$ cat config.mk
export PLATFORM = sky130hd
export DESIGN_NAME = pci_err_logger
export DESIGN_NICKNAME = d
export VERILOG_FILES = /design/src/rtl/pci_err_pkg.sv /design/src/rtl/pci_err_ctl.sv /design/src/rtl/pci_err_dp.sv /design/src/rtl/pci_err_logger.sv
export SDC_FILE = /design/constraint.sdc
export NUM_CORES = 1
export LEC_CHECK = 0
export ABC_AREA = 1
export BUFFER_PORTS_ARGS = -buffer_cell sky130_fd_sc_hd__buf_2
export CORE_MARGIN = 5
export CORE_UTILIZATION = 29
export DETAILED_ROUTE_END_ITERATION = 7
export GPL_ROUTABILITY_DRIVEN = 0
export PLACE_DENSITY = 0.73
export SLEW_MARGIN = 5
export SYNTH_ARGS = -nofsm -noshare
export SYNTH_HDL_FRONTEND = slang
export SYNTH_SLANG_ARGS = --single-unit
$ cat constraint.sdc
create_clock -name clk -period 1 [get_ports clk]
set_clock_uncertainty 0.2 [all_clocks]
set_input_delay 0.15 -clock clk [delete_from_list [all_inputs] [get_ports clk]]
set_output_delay 0.15 -clock clk [all_outputs]
set_load 0.05 [all_outputs]
$ cat src/rtl/pci_err_pkg.sv
package pci_err_pkg;
  localparam int STS_SIG_TABORT = 11;
  localparam int STS_RCV_TABORT = 12;
  localparam int STS_RCV_MABORT = 13;
  localparam int STS_SIG_SERR   = 14;
  localparam int STS_PAR_DET    = 15;
  localparam int ERR_RD_PAR     = 5;
  localparam int ERR_WR_PAR     = 6;

  typedef struct packed {
    logic setSigTa;
    logic setRcvTa;
    logic setMa;
    logic setSse;
    logic setDpe;
    logic setWrPe;
    logic setRdPe;
    logic firePerr;
    logic fireSerr;
    logic fireIrq;
    logic fireHardFail;
  } ctlStrobes_t;
endpackage

$ cat src/rtl/pci_err_ctl.sv
module pci_err_ctl
  import pci_err_pkg::*;
(
  input  logic        mstAbortEv,
  input  logic        mstAbortSpecial,
  input  logic        rcvTgtAbortEv,
  input  logic        sigTgtAbortEv,
  input  logic        mstRdParEv,
  input  logic        mstWrPerrEv,
  input  logic        tgtWrParEv,
  input  logic        postedWr,
  input  logic        cmdSerrEn,
  input  logic        cmdParRespEn,
  input  logic        perrDriveEn,
  input  logic        ecmdSerrOnTgtAbort,
  input  logic        ecmdSerrOnParity,
  input  logic        intEn,
  input  logic        hardFailEn,
  output ctlStrobes_t strobes
);
  logic maLogged;
  logic serrFromTa;
  logic serrFromPar;
  logic mstParAny;

  always_comb begin
    // Special-cycle aborts are expected and filtered out here
    maLogged    = mstAbortEv && !mstAbortSpecial;
    mstParAny   = mstRdParEv || mstWrPerrEv;
    serrFromTa  = rcvTgtAbortEv && cmdSerrEn && ecmdSerrOnTgtAbort;
    serrFromPar = mstParAny && cmdSerrEn && ecmdSerrOnParity;

    strobes              = '0;
    strobes.setSigTa     = sigTgtAbortEv;
    strobes.setRcvTa     = rcvTgtAbortEv;
    strobes.setMa        = maLogged;
    strobes.fireSerr     = serrFromTa || serrFromPar;
    strobes.setSse       = serrFromTa || serrFromPar;
    strobes.setDpe       = mstParAny || tgtWrParEv;
    strobes.setWrPe      = mstWrPerrEv;
    strobes.setRdPe      = mstRdParEv;
    // Only the side that checked the data drives the parity-error pin
    strobes.firePerr     = (mstRdParEv || tgtWrParEv) && cmdParRespEn && perrDriveEn;
    strobes.fireIrq      = maLogged && intEn;
    // A posted write has already finished its response phase
    strobes.fireHardFail = rcvTgtAbortEv && hardFailEn && !postedWr;
  end
endmodule

$ cat src/rtl/pci_err_dp.sv
module pci_err_dp
  import pci_err_pkg::*;
#(
  parameter int STS_W = 16,
  parameter int ERR_W = 8
) (
  input  logic             clk,
  input  logic             rst_n,
  input  ctlStrobes_t      strobes,
  input  logic             stsClrWe,
  input  logic [STS_W-1:0] stsClrData,
  input  logic             errClrWe,
  input  logic [ERR_W-1:0] errClrData,
  output logic [STS_W-1:0] stsBits,
  output logic [ERR_W-1:0] errStsBits,
  output logic             perrN,
  output logic             serrN,
  output logic             irqReq,
  output logic             hardFailReq
);
  localparam logic [STS_W-1:0] STS_IMPL =
    (STS_W'(1) << STS_SIG_TABORT) | (STS_W'(1) << STS_RCV_TABORT) |
    (STS_W'(1) << STS_RCV_MABORT) | (STS_W'(1) << STS_SIG_SERR) |
    (STS_W'(1) << STS_PAR_DET);
  localparam logic [ERR_W-1:0] ERR_IMPL =
    (ERR_W'(1) << ERR_RD_PAR) | (ERR_W'(1) << ERR_WR_PAR);

  logic [STS_W-1:0] stsQ, stsSet, stsClr;
  logic [ERR_W-1:0] errQ, errSet, errClr;

  always_comb begin
    stsSet = '0;
    stsSet[STS_SIG_TABORT] = strobes.setSigTa;
    stsSet[STS_RCV_TABORT] = strobes.setRcvTa;
    stsSet[STS_RCV_MABORT] = strobes.setMa;
    stsSet[STS_SIG_SERR]   = strobes.setSse;
    stsSet[STS_PAR_DET]    = strobes.setDpe;
    errSet = '0;
    errSet[ERR_RD_PAR] = strobes.setRdPe;
    errSet[ERR_WR_PAR] = strobes.setWrPe;
    stsClr = stsClrWe ? stsClrData : '0;
    errClr = errClrWe ? errClrData : '0;
  end

  // Sticky bits: clear first, then OR in sets so a set wins
  always_ff @(posedge clk) begin
    if (!rst_n) begin
      stsQ <= '0;
      errQ <= '0;
    end else begin
      stsQ <= ((stsQ & ~stsClr) | stsSet) & STS_IMPL;
      errQ <= ((errQ & ~errClr) | errSet) & ERR_IMPL;
    end
  end

  always_ff @(posedge clk) begin
    if (!rst_n) begin
      perrN       <= 1'b1;
      serrN       <= 1'b1;
      irqReq      <= 1'b0;
      hardFailReq <= 1'b0;
    end else begin
      perrN       <= !strobes.firePerr;
      serrN       <= !strobes.fireSerr;
      irqReq      <= strobes.fireIrq;
      hardFailReq <= strobes.fireHardFail;
    end
  end

  assign stsBits    = stsQ;
  assign errStsBits = errQ;
endmodule

$ cat src/rtl/pci_err_logger.sv
module pci_err_logger
  import pci_err_pkg::*;
#(
  parameter int STS_W = 16,
  parameter int ERR_W = 8
) (
  input  logic             clk,
  input  logic             rst_n,
  input  logic             mstAbortEv,
  input  logic             mstAbortSpecial,
  input  logic             rcvTgtAbortEv,
  input  logic             sigTgtAbortEv,
  input  logic             mstRdParEv,
  input  logic             mstWrPerrEv,
  input  logic             tgtWrParEv,
  input  logic             postedWr,
  input  logic             cmdSerrEn,
  input  logic             cmdParRespEn,
  input  logic             perrDriveEn,
  input  logic             ecmdSerrOnTgtAbort,
  input  logic             ecmdSerrOnParity,
  input  logic             intEn,
  input  logic             hardFailEn,
  input  logic             stsClrWe,
  input  logic [STS_W-1:0] stsClrData,
  input  logic             errClrWe,
  input  logic [ERR_W-1:0] errClrData,
  output logic [STS_W-1:0] stsBits,
  output logic [ERR_W-1:0] errStsBits,
  output logic             perrN,
  output logic             serrN,
  output logic             irqReq,
  output logic             hardFailReq
);
  ctlStrobes_t strobes;

  pci_err_ctl u_ctl (
    .mstAbortEv(mstAbortEv), .mstAbortSpecial(mstAbortSpecial),
    .rcvTgtAbortEv(rcvTgtAbortEv), .sigTgtAbortEv(sigTgtAbortEv),
    .mstRdParEv(mstRdParEv), .mstWrPerrEv(mstWrPerrEv),
    .tgtWrParEv(tgtWrParEv), .postedWr(postedWr),
    .cmdSerrEn(cmdSerrEn), .cmdParRespEn(cmdParRespEn),
    .perrDriveEn(perrDriveEn), .ecmdSerrOnTgtAbort(ecmdSerrOnTgtAbort),
    .ecmdSerrOnParity(ecmdSerrOnParity), .intEn(intEn),
    .hardFailEn(hardFailEn), .strobes(strobes)
  );

  pci_err_dp #(.STS_W(STS_W), .ERR_W(ERR_W)) u_dp (
    .clk(clk), .rst_n(rst_n), .strobes(strobes),
    .stsClrWe(stsClrWe), .stsClrData(stsClrData),
    .errClrWe(errClrWe), .errClrData(errClrData),
    .stsBits(stsBits), .errStsBits(errStsBits),
    .perrN(perrN), .serrN(serrN), .irqReq(irqReq),
    .hardFailReq(hardFailReq)
  );
endmodule

==> results of run 1 <==
==> power by group through the flow <==
stage | combinational (mW) | sequential (mW) | clock [mW]
finish | 0.423 | 0.490 | 0.281
global route | 0.445 | 0.494 | 0.319
CTS | 0.420 | 0.489 | 0.293
detailed placement | 0.358 | 0.488 | 0
global placement | 0.354 | 0.486 | 0
floorplan | 0.230 | 0.579 | 0
==> final timing paths <==
path / from / endpoint / slack (ps)
hold / removal: tgtWrParEv / u_dp.perrN$_SDFF_PN1_ / -130
hold reg to reg: u_dp.stsBits[13]$_SDFF_PN0_ / u_dp.stsBits[13]$_SDFF_PN0_ / 280
setup reg to reg: u_dp.errStsBits[6]$_SDFF_PN0_ / u_dp.errStsBits[6]$_SDFF_PN0_ / 160
setup / recovery: u_dp.stsBits[11]$_SDFF_PN0_ / stsBits[11] / -110
==> cell usage in the layout (no fill, tap or decap), drive strengths merged, types with 2 or more instances in the layout <==
cell type	count
clkbuf	4
conb	17
inv	3
o21ai	2
nor2	6
nand2	18
dlygate4sd3	5
a21oi	6
buf	35
dfxtp	11
nor3	2
==> metrics by stage <==
stage	area [um2]	setup slack, ps	hold slack [ps]	cells	utilization [%]
global placement	666	93.4	121	127	39.0
CTS	856	-107	-137	137	50.1
floorplan	582	57.1	19.1	83	-
detailed placement	666	89.0	119	127	39.0
global route	851	-135	-120	135	49.8
finish	851	-112	-127	135	49.8
==> state kept, by name (all words and copies together), names as in the netlist <==
| name | count |
|---|---|
| u_dp.errStsBits | 2 |
| u_dp.hardFailReq | 1 |
| u_dp.irqReq | 1 |
| u_dp.perrN | 1 |
| u_dp.serrN | 1 |
| u_dp.stsBits | 5 |
==> layer usage <==
metal	vias to the layer above	wire (um)	GRT usage (%)
li1	261	-	-
met1	235	461	9.22
met2	40	709	22.2
met3	4	231	3.15
met4	0	32	7.86
met5	-	0	0
==> kinds of logic after synthesis <==
| kind of cell | share of synthesized area, % |
|---|---|
| buf+inv | 27.1 |
| compound gates | 7.81 |
| flops | 42.9 |
| simple gates | 21.5 |
| other cells | 0.731 |
==> repair_timing <==
action,CTS,global route
gates cloned,0,0
endpoints found under the hold margin,11,11
resized for setup,34,3
setup endpoints to repair,11,15
==> final cells by class <==
| class | instances | area (um2) | area share (%) |
|---|---|---|---|
| clock buffer | 4 | 26.3 | 3.09 |
| sequential | 11 | 234 | 27.5 |
| timing repair buffer | 40 | 332 | 39.0 |
| tap | 25 | 31.3 | 3.68 |
| inverter | 3 | 11.3 | 1.32 |
| multi-input combinational | 52 | 216 | 25.4 |
==> run_results.csv, run 1 <==
group,metric,value,unit
setup_path,r2r_cells,2,
yosys,synth.top_cell.area_share,42.9,%
timing,rsz0062_at_grt,"yes",
floorplanning,initial_core_util,30.0,%
cts,cts-root-buf,"clkbuf_4",
setup_path,worst_ep_arrival_time,760,ps
route,ant_nets,0,
status,outcome,"complete, but fails checks",
power_and_ir_drop,p_total,1.19,mW
yosys,synth_most_common_cell,"nand2_1",
floorplanning,core_area,0.00171,mm2
floorplanning,placementRows,15,
status,violations,"negative hold slack, negative setup slack",
final_layout,area_delta_synth_final,65.9,%
power_and_ir_drop,pwr-share-clk,23.5,%
cts,tritoncts.num_buffers,3,
yosys,synth_cell_types,12,
timing,tns,-959,ps
route,vias,540,
power_and_ir_drop,power_leakage,0.445,nW
route,vias_per_cell,4.00,
cts,hold_buffers,6,
yosys,yosysWarnings,0,
yosys,synthTopCellsByCount,"18 x nand2_1, 17 x buf_4, 11 x dfxtp_1, 6 x a21oi_1, 6 x nor2_1",
setup_path,timing_worst_setup_path_type,"flop to output pin",
floorplanning,die_h,52.1,um
yosys,syn_inst,67,
power_and_ir_drop,pwr_density_cell,1400,mW/mm2
yosys,netlist_area,513,um2
cts,cts_setup_buffers,0,
setup_path,max_stage_delay,350,ps
power_and_ir_drop,p_int,0.753,mW
flow_run,timing.max_cap.violations,0,
floorplanning,fp.dieW,52.1,um
final_layout,layout.nets,154,
setup_path,cp-end-kind,"output pin",
final_layout,drive_above_1_share,47.3,%
power_and_ir_drop,combPwrFrac,35.4,%
cts,cts_tree,"yes",
route,drc,0,
yosys,syn_avg_cell_area,7.66,um2
cts,cts.path.max_buffers,2,
setup_path,cp_num_buf_inv,1,
timing,fin_crit_sh,111,%
setup_path,cp.depth,1,
timing,setup_ws,-112,ps
yosys,synthArstFlopShare,0,%
global_route,grt_max_degree,9,
floorplanning,die_area,0.00271,mm2
yosys,synth_area_leaders,"dfxtp_1 43%, buf_4 25%, nand2_1 13%",
power_and_ir_drop,p_sw,0.441,mW
timing,hold_ws,-127,ps
timing,finalHoldViolations,11,
place,portBuffers,36,
global_route,grt_pass1_wl,2210,um
global_route,grt.total_usage,11.2,%
setup_path,cp.required,650,ps
floorplanning,ios,71,
min_path,holdCritPathClass,"primary input to flop",
timing,setup_viol,11,
setup_path,crit_path_max_fanout,2,
final_layout,antenna_cells,0,
place,post-dp-hpwl,1070,um
setup_path,critPathTopFamily,"flip-flops",
min_path,worstHoldPathCells,2,
yosys,synth_edf_count,0,
timing,maxSlewViolCount,0,
setup_path,crit_path_start_kind,"flop",
global_route,grt_pass1_vias,576,
final_layout,fill_cells,148,
setup_path,worstPathCellList,"buf_8",
route,first_iter_violations,5,
route,drtPass1Iterations,4,
power_and_ir_drop,switching_share,36.9,%
global_route,grt.overflow.total,0,
route,totalWireLength,1430,um
route,wire_per_inst,10.6,um
cts,clk_pin_slew_worst_paths,60,ps
global_route,antenna_found_initial,0,
setup_path,slowest_stage,"dfxtp_2",
yosys,yosysSeqAreaShare,42.9,%
yosys,synth_top_flop_cell,"dfxtp_1",
cts,cts.sinks,11,
power_and_ir_drop,seq_power_share,41.1,%
timing,fmax,899,MHz
timing,min_period,1110,ps
yosys,yosysTopAreaCell,"dfxtp_1",
cts,clk_latency,250,ps
power_and_ir_drop,peakVddDrop,456,uV
yosys,ys_seq_elements,11,
cts,htree_levels,1,
No activity file was read; power rests on OpenSTA's default activity.
==> run 2: changes to the inputs <==
--- a/config.mk
+++ b/config.mk
@@ -7,7 +7,7 @@
 export LEC_CHECK = 0
 export ABC_AREA = 1
 export BUFFER_PORTS_ARGS = -buffer_cell sky130_fd_sc_hd__buf_2
-export CORE_MARGIN = 5
+export CORE_MARGIN = 2
 export CORE_UTILIZATION = 29
 export DETAILED_ROUTE_END_ITERATION = 7
 export GPL_ROUTABILITY_DRIVEN = 0
==> run_results.csv, run 2 (synthesis results as in run 1) <==
group,metric,value,unit
status,outcome,"complete, but fails checks",
status,violations,"negative hold slack, negative setup slack",
global_route,antenna_found_initial,0,
final_layout,layout.nets,156,
global_route,grt.overflow.total,0,
power_and_ir_drop,switching_share,37.3,%
final_layout,final_cell_mix,"25 x buf_2, 18 x nand2_1, 17 x conb_1, 11 x dfxtp_2, 8 x buf_8",
setup_path,worstPathCellList,"buf_8",
final_layout,fin_util,50.1,%
route,vias_per_cell,4.05,
final_layout,fin_area,846,um2
route,drc,0,
floorplanning,die_area,0.00212,mm2
setup_path,crit_path_start_kind,"flop",
timing,finalHoldViolations,11,
final_layout,area_delta_synth_final,64.9,%
cts,clk_latency,260,ps
final_layout,multi_input_area,214,um2
timing,rsz0062_at_grt,"yes",
timing,fmax,905,MHz
flow_run,timing.max_cap.violations,0,
setup_path,reg2reg_slack,170,ps
cts,tritoncts.num_buffers,3,
cts,cts_setup_buffers,0,
floorplanning,ios,71,
setup_path,cp_num_buf_inv,1,
setup_path,cp.required,650,ps
route,wire_per_inst,9.17,um
power_and_ir_drop,p_sw,0.448,mW
floorplanning,fp.dieW,46.1,um
power_and_ir_drop,pwr_density_cell,1420,mW/mm2
cts,cts.path.max_buffers,2,
setup_path,timing_worst_setup_path_type,"flop to output pin",
final_layout,largest_reg_flops,5,
timing,setup_viol,13,
power_and_ir_drop,peakVddDrop,602,uV
min_path,holdCritPathClass,"primary input to flop",
global_route,grt_pass1_wl,1660,um
power_and_ir_drop,pwr-share-clk,24.4,%
final_layout,final-seq-area,234,um2
floorplanning,die_h,46.1,um
place,dp_slack,69.5,ps
route,first_iter_violations,6,
setup_path,cp-end-kind,"output pin",
setup_path,crit_path_max_fanout,2,
cts,cts.sinks,11,
timing,fin_crit_sh,111,%
global_route,grt_max_degree,9,
final_layout,final_common_cell,"buf_2",
setup_path,max_stage_delay,350,ps
route,vias,522,
power_and_ir_drop,power_leakage,0.450,nW
power_and_ir_drop,p_int,0.753,mW
timing,maxSlewViolCount,0,
setup_path,slowest_stage,"dfxtp_2",
route,drtPass1Iterations,4,
power_and_ir_drop,combPwrFrac,34.9,%
setup_path,worst_ep_arrival_time,760,ps
cts,htree_levels,1,
cts,cts-root-buf,"clkbuf_4",
floorplanning,placementRows,15,
final_layout,antenna_cells,0,
timing,setup_ws,-105,ps
timing,min_period,1110,ps
setup_path,r2r_cells,2,
place,portBuffers,36,
route,ant_nets,0,
power_and_ir_drop,seq_power_share,40.7,%
route,totalWireLength,1180,um
timing,hold_ws,-133,ps
setup_path,cp.depth,1,
final_layout,fill_cells,170,
cts,cts_tree,"yes",
global_route,grt.total_usage,10.9,%
cts,clk_pin_slew_worst_paths,70,ps
floorplanning,initial_core_util,30.4,%
global_route,grt_pass1_vias,462,
floorplanning,core_area,0.00169,mm2
place,postPlaceCellArea,656,um2
final_layout,drive_above_1_share,46.4,%
setup_path,critPathTopFamily,"flip-flops",
min_path,worstHoldPathCells,2,
==> run 2: cell types whose count changed in the layout (fill, tap and decap cells not counted), sizes merged <==
cell | previous run | this run
buf | 35 | 36
dlygate4sd3 | 5 | 6
==> run 2: through the flow <==
step / TNS [ps] / power [mW] / std cells
after floorplan: 0 / 0.809 / 83
after detailed placement: 0 / 0.843 / 119
after global placement: 0 / 0.840 / 119
after CTS: -1130 / 1.20 / 129
final: -1070 / 1.20 / 129
after global routing: -1430 / 1.26 / 129
==> run 2: routing by layer <==
layer  vias up  routed length, um  GRT usage (%)
li1        266                  -              -
met5         -                  0              0
met3         0                 87          0.392
met2        26                688           21.4
met1       230                407           10.9
met4         0                  0           6.86
==> run 2: path summary, 6_finish.rpt <==
check	start	to
min reg2reg	u_dp.stsBits[13]$_SDFF_PN0_	u_dp.stsBits[13]$_SDFF_PN0_
max	u_dp.errStsBits[6]$_SDFF_PN0_	errStsBits[6]
min	tgtWrParEv	u_dp.perrN$_SDFF_PN1_
max reg2reg	u_dp.stsBits[11]$_SDFF_PN0_	u_dp.stsBits[11]$_SDFF_PN0_
==> run 2: repair_timing <==
| item | CTS | global route |
|---|---|---|
| hold buffers | 6 | 1 |
| endpoints found under the setup margin | 11 | 14 |
| cloned | 0 | 0 |
| endpoints found under the hold margin | 11 | 10 |
| resized for setup | 26 | 8 |
| pin swaps | 0 | 0 |
==> run 2: power by group through the flow <==
| stage | Sequential [mW] | Clock [mW] | Combinational, mW |
|---|---|---|---|
| after floorplan | 0.579 | 0 | 0.230 |
| after global placement | 0.487 | 0 | 0.353 |
| after detailed placement | 0.487 | 0 | 0.356 |
| after CTS | 0.485 | 0.310 | 0.405 |
| after global routing | 0.491 | 0.325 | 0.444 |
| final | 0.489 | 0.293 | 0.420 |
==> run 2: cell type report <==
type,count,area share [%]
timing repair buffer,42,40.1
sequential,11,27.7
multi-input combinational,52,25.3
clock buffer,4,3.11
tap,17,2.51
inverter,3,1.33
